===== src/rtl/clrsel_pkg.sv =====
package clrsel_pkg;
   // Width of an index able to address n items, never below one bit.
   function automatic int idx_bits(input int n);
      int b;
      b = 1;
      while ((1 << b) < n) b++;
      return b;
   endfunction
endpackage


===== src/rtl/clrsel_dec.sv =====
module clrsel_dec #(
   parameter int NUM_SRC = 8,
   parameter int SEL_W   = 3
) (
   input  logic               en,
   input  logic [SEL_W-1:0]   sel,
   output logic [NUM_SRC-1:0] slot_en
);
   for (genvar i = 0; i < NUM_SRC; i++) begin : g_match
      assign slot_en[i] = en && (sel == SEL_W'(i));
   end
endmodule


===== src/rtl/clrsel_slots.sv =====
module clrsel_slots #(
   parameter int NUM_SRC = 8,
   parameter int W       = 16
) (
   input  logic                          clk,
   input  logic                          rst,
   input  logic                          load,
   input  logic [NUM_SRC-1:0]            slot_en,
   input  logic [NUM_SRC*W-1:0]          src_data,
   output logic [NUM_SRC-1:0][W-1:0]     slot_q
);
   for (genvar i = 0; i < NUM_SRC; i++) begin : g_slot
      logic clr;
      assign clr = rst || !slot_en[i];
      always_ff @(posedge clk) begin
         if (clr)       slot_q[i] <= '0;
         else if (load) slot_q[i] <= src_data[i*W +: W];
      end
   end
endmodule


===== src/rtl/clrsel_merge.sv =====
module clrsel_merge #(
   parameter int NUM_SRC = 8,
   parameter int W       = 16
) (
   input  logic [NUM_SRC-1:0][W-1:0] slot_q,
   output logic [W-1:0]              merged
);
   localparam int NPAIR = NUM_SRC / 2;

   logic [NPAIR-1:0][W-1:0] pair_or;

   for (genvar j = 0; j < NPAIR; j++) begin : g_pair
      assign pair_or[j] = slot_q[2*j] | slot_q[2*j+1];
   end

   always_comb begin
      merged = '0;
      for (int j = 0; j < NPAIR; j++) merged = merged | pair_or[j];
   end
endmodule


===== src/rtl/clrsel_bus.sv =====
module clrsel_bus #(
   parameter int NUM_SRC = 8,
   parameter int W       = 16,
   parameter int SEL_W   = clrsel_pkg::idx_bits(NUM_SRC)
) (
   input  logic                 clk,
   input  logic                 rst,
   input  logic                 en,
   input  logic                 load,
   input  logic [SEL_W-1:0]     sel,
   input  logic [NUM_SRC*W-1:0] src_data,
   output logic [W-1:0]         bus_out
);
   if (W < 1) begin : g_bad_w
      $error("clrsel_bus: W must be at least 1");
   end
   if (NUM_SRC < 2 || (NUM_SRC % 2) != 0) begin : g_bad_n
      $error("clrsel_bus: NUM_SRC must be even and at least 2");
   end
   if ((1 << SEL_W) < NUM_SRC) begin : g_bad_sel
      $error("clrsel_bus: SEL_W too narrow for NUM_SRC");
   end

   logic [NUM_SRC-1:0]        dec_en;
   logic [NUM_SRC-1:0][W-1:0] src_q;

   clrsel_dec #(.NUM_SRC(NUM_SRC), .SEL_W(SEL_W)) u_dec (
      .en(en), .sel(sel), .slot_en(dec_en)
   );

   clrsel_slots #(.NUM_SRC(NUM_SRC), .W(W)) u_slots (
      .clk(clk), .rst(rst), .load(load), .slot_en(dec_en),
      .src_data(src_data), .slot_q(src_q)
   );

   clrsel_merge #(.NUM_SRC(NUM_SRC), .W(W)) u_merge (
      .slot_q(src_q), .merged(bus_out)
   );
endmodule


===== config.mk =====
export PLATFORM = sky130hd
export DESIGN_NAME = clrsel_bus
export DESIGN_NICKNAME = d
export VERILOG_FILES = /design/src/rtl/clrsel_pkg.sv /design/src/rtl/clrsel_dec.sv /design/src/rtl/clrsel_slots.sv /design/src/rtl/clrsel_merge.sv /design/src/rtl/clrsel_bus.sv
export SDC_FILE = /design/constraint.sdc
export NUM_CORES = 1
export LEC_CHECK = 0
export BUFFER_PORTS_ARGS = -buffer_cell sky130_fd_sc_hd__buf_2
export CAP_MARGIN = 20
export CORE_ASPECT_RATIO = 0.6
export CORE_MARGIN = 8
export CORE_UTILIZATION = 47
export CTS_CLUSTER_SIZE = 28
export DETAILED_ROUTE_END_ITERATION = 10
export GPL_TIMING_DRIVEN = 0
export MAX_ROUTING_LAYER = met4
export PLACE_DENSITY = 0.82
export REMOVE_ABC_BUFFERS = 1
export SLEW_MARGIN = 20
export SYNTH_ARGS = -nofsm -noshare
export SYNTH_HDL_FRONTEND = slang
export SYNTH_SLANG_ARGS = --single-unit

===== constraint.sdc =====
create_clock -name clk -period 0.9 [get_ports clk]
set_input_delay 0 -clock clk [delete_from_list [all_inputs] [get_ports clk]]
set_output_delay 0 -clock clk [all_outputs]
set_load 0.005 [all_outputs]

* Word-level counts from Yosys, hierarchy flattened
Cells that the tools add are included.
** Word-level totals
- Register bits after elaboration :: 128
- Bits of input ports :: 135
- Output and inout bits :: 16
- Logic and storage cells :: 47
** Operators by class
- Equality and inequality tests :: 7
- Bitwise logic cells :: 7
- Reduce and logical (&&, ||, !) cells :: 25
** Operators with widths (count)
- $or 16x16->16 :: 7
- $eq 3x3->1 const B :: 4
- $logic_and 1x1->1 :: 8
- $logic_not 1->1 :: 8
- $logic_or 1x1->1 :: 8
- $eq 3x2->1 const B :: 2
- $eq 3x1->1 const B :: 1
- $logic_not 3->1 :: 1

* Longest topological paths before layout
- Word-level depth :: 4
- Gate-level depth with buffers :: 4
- Mapped depth without buffers :: 2

* Hierarchy
Synthesis repeated with hierarchy kept, for this count alone.
** Second synthesis, totals
- Cells, all modules :: 478
- Area total of the unflattened synthesis :: 5087.4 µm²
** Modules (own cells, without submodules)
- clrsel_slots :: instances 1, cells an instance 422, area each 4730.8 µm², seq. area each 2562.5 µm²
- clrsel_merge :: instances 1, cells an instance 48, area each 260.2 µm², seq. area each 0.0 µm²
- clrsel_dec :: instances 1, cells an instance 8, area each 96.3 µm², seq. area each 0.0 µm²

* Worst setup path before layout
OpenSTA, ideal clock, no wires.
- Path kind :: input to register
- Start point :: in sel[0]
- End point :: reg u_slots.slot_q[108] (netlist name)
- Setup time :: 74 ps
- Arrival time :: 795 ps
- Required time :: 826 ps
- Slack :: 31 ps
- Stages :: 4
- Path buffers :: 2
- Path through :: or3b_1 buf_6 buf_12 nor3_2
** On the way
- Longest elaborated chain between the ends :: 4
** Ends and longest elaborated chain
- start: declaration :: line clrsel_bus.sv:10 : input logic [SEL_W-1:0] sel,
- $eq 3x3->1 :: line clrsel_dec.sv:10 : assign slot_en[i] = en && (sel == SEL_W'(i));
- $logic_and 1x1->1 :: line clrsel_dec.sv:10
- $logic_not 1->1 :: line clrsel_slots.sv:14 : assign clr = rst || !slot_en[i];
- $logic_or 1x1->1 :: line clrsel_slots.sv:14
- end signal: indexed assignment :: line clrsel_slots.sv:17 : else if (load) slot_q[i] <= src_data[i*W +: W];
- end: declaration :: line clrsel_slots.sv:10 : output logic [NUM_SRC-1:0][W-1:0] slot_q
No other way between the ends.
A chain may end at the register's enable or synchronous reset.

* Final worst setup path
- Start point :: reg u_slots.slot_q[73] (netlist name)
- End point :: out bus_out[9]
** On the way
- Longest elaborated chain between the ends :: 3
** Ends and longest elaborated chain
- $or 16x16->16 :: line clrsel_merge.sv:13 : assign pair_or[j] = slot_q[2*j] | slot_q[2*j+1];
- $or 16x16->16 (2 in a row) :: line clrsel_merge.sv:18 : for (int j = 0; j < NPAIR; j++) merged = merged | pair_or[j];
- end: declaration :: line clrsel_bus.sv:12 : output logic [W-1:0] bus_out
No other way between the ends.

==> results.yml <==
synthesis:
  synth.cell_area_sq_mm: 0.00543
  seq_area_frac_synth_pct: 47.2
  post_synth_num_cell_types: 16
  avgSynthCellArea_sq_um: 11.3
  syn_inst: 480
  ys_ff_latch: 128
  yosys_warnings: 0
timing:
  slew_headroom_pct: 49.8
  setup_tns_ps: -5590
  clock.fmax_mhz: 762
  clock_skew_ps: 0
  finalSetupViolCount: 17
  rsz0062_at_grt: "true"
  slew_viol_final: 0
  hold_ws_ps: 130
  period_share_pct: 146
  setup_ws_ps: -412
  worstMarginPinSlew_ps: 753
  hold_viol: 0
  min_period_ps: 1310
cells_and_area:
  regMostFlops: "u_slots.slot_q"
  area_growth_pct: 56.2
  final_core_util_pct: 75.1
  fin_cells: 919
  nFillCells: 697
  largest_reg_flops: 128
  reg_top3: "u_slots.slot_q x128"
  final_area_sq_mm: 0.00848
  nets: 881
  drive_above_1_share_pct: 43.1
pwr:
  power.leakage_nw: 3.65
  peakVddDrop_mv: 1.38
  p_per_area_mw_per_mm2: 1650
global_routing:
  antenna_found_initial: 2
  grt_pass1_wl_microns: 28500
  grt_remaining_overflow: 0
  grt.total_usage_pct: 24.0
  grt_pass1_vias: 5354
  grt_max_degree: 67
setup_path:
  reg2reg_slack_ps: 10
  crit_slowest_cell: "dfxtp_2"
  timing.critical_path.buf_inv: 1
  reg2reg_from: "u_slots.slot_q[86]"
  cp_num_cells: 3
  r2r_end: "u_slots.slot_q[86]"
  path_cells: "nor4_2, nand2_1, buf_2"
  critical_path_required_ps: 900
  crit_path_start: "u_slots.slot_q[73]"
  cpPeakStageDelay_ps: 330
  worstPathMaxFanout: 2
  worstSetupEndpointType: "output pin"
  path_class: "register to output pin"
  reg2reg_depth: 2
  critPathArrivalTime_ps: 1310
  path_delay_family: "simple AND/OR/NAND/NOR gates"
  startpoint_type: "register"
  crit_end: "bus_out[9]"
detailed_routing:
  num_vias: 5022
  vias_per_cell: 5.46
  drc_errors: 0
  wl_microns: 18900
  drt-wirelength-per-cell_microns: 20.6
  antenna_left: 0
  drt-initial-drc-count: 234
  firstDrtPassIters: 4
clock_network:
  clk_latency_ps: 400
  cts_root_buf: "clkbuf_16"
  cts_made_buffers: 17
  clkSinkCount: 128
  cts_tree: "done"
  clk_path_buf_depth: 2
  path_clk_slew_ps: 60
  h-tree-depth: 4
outcome:
  violations: "setup timing"
  outcome: "complete, but fails checks"
hold_path:
  min_from: "load"
  hold_class: "input port to register"
floorplan:
  ios: 151
  start_util_pct: 48.1
  die_w_microns: 155
  die_area_sq_mm: 0.0154
  die_y_microns: 99.3
  coreArea_sq_mm: 0.0113
  num_rows: 30
placement:
  dpl.hpwl_microns: 9830
  io_buffers: 150
  placed_area_sq_mm: 0.00624
  routabilityCongestion: 0.798
  dp.cells: 754
job:
  maxCapViolations: 0
worst min-delay path, stage by stage:
cell and delay [ps]:
buf_12 210, mux2i_1 190, nor3_1 60
power by group:
group | internal, mW | total [mW] | switching [mW]
registers | 5.70 | 5.74 | 0.0314
logic | 0.948 | 1.76 | 0.814
clock network | 4.01 | 6.47 | 2.46
total | 10.7 | 14.0 | 3.30
layout by cell type (no fill, tap or decap), drive strengths merged:
| cell | synthesis | final |
|---|---|---|
| dlygate4sd3 | 0 | 128 |
| or3b | 2 | 2 |
| nand2b | 1 | 1 |
| nor3 | 128 | 128 |
| bufinv | 0 | 2 |
| clkinv | 0 | 7 |
| clkinvlp | 0 | 3 |
| nand2 | 17 | 17 |
| diode | 0 | 2 |
| mux2i | 128 | 128 |
| or3 | 1 | 1 |
| nor4 | 32 | 32 |
| buf | 35 | 160 |
| dfxtp | 128 | 128 |
| clkbuf | 7 | 19 |
| nand3b | 1 | 1 |
layout make-up:
class	count	area [sq um]	area share, %
Sequential cell	128	2600	30.7
Clock buffer	18	429	5.06
Antenna cell	2	5.00	0.0590
Timing Repair Buffer	289	2220	26.2
Multi-Input combinational cell	310	2910	34.2
Tap cell	160	200	2.36
Clock inverter	12	121	1.43
Yosys cell counts (all sizes together):
master	n	area (sq um)
dfxtp	128	2560
mux2i	128	1280
nor3	128	991
buf	35	269
nor4	32	200
nand2	17	63.8
clkbuf	7	26.3
or3b	2	17.5
nand2b	1	6.26
nand3b	1	7.51
or3	1	6.26
logic make-up after synthesis:
group | share of synthesized area (%)
buf+inv | 5.44
flops | 47.2
mux | 23.6
simple gates | 23.8
what timing repair did:
item | CTS | global route
setup buffers | 3 | 1
setup endpoints to repair | 79 | 45
hold buffers | 128 | 0
gates cloned | 0 | 1
hold endpoints to repair | 128 | 0
pin swaps | 26 | 21
gates resized for setup | 52 | 26
per-stage QoR:
step                      power [mW]  setup WS (ps)
after floorplan                 6.37          -1240
after global placement          7.02          -2330
after detailed placement        7.05           -542
after CTS                       13.9           -370
after global routing            14.4           -461
final                           14.0           -412
worst min path at each step:
stage          slack [ps]             endpoint  depth (start not counted)
2_1_floorplan         180  u_slots.slot_q[100]                          2
3_5_place_dp          280   u_slots.slot_q[49]                          3
6_report              130   u_slots.slot_q[37]                          3
3_3_place_gp          270   u_slots.slot_q[27]                          3
4_1_cts               100   u_slots.slot_q[92]                          3
5_1_grt               140   u_slots.slot_q[64]                          3
routing by layer:
metal  up-vias  global-route usage [%]  wire, microns  part of all wire [%]
met5         -                       -              0                     0
met4         0                    9.06            421                   2.2
met1      2433                    27.6           7800                    41
met2       263                    40.4           9400                    50
met3        41                    5.80           1330                   7.0
li1       2285                       -              -                     -
(Power assumes the default switching activity.)
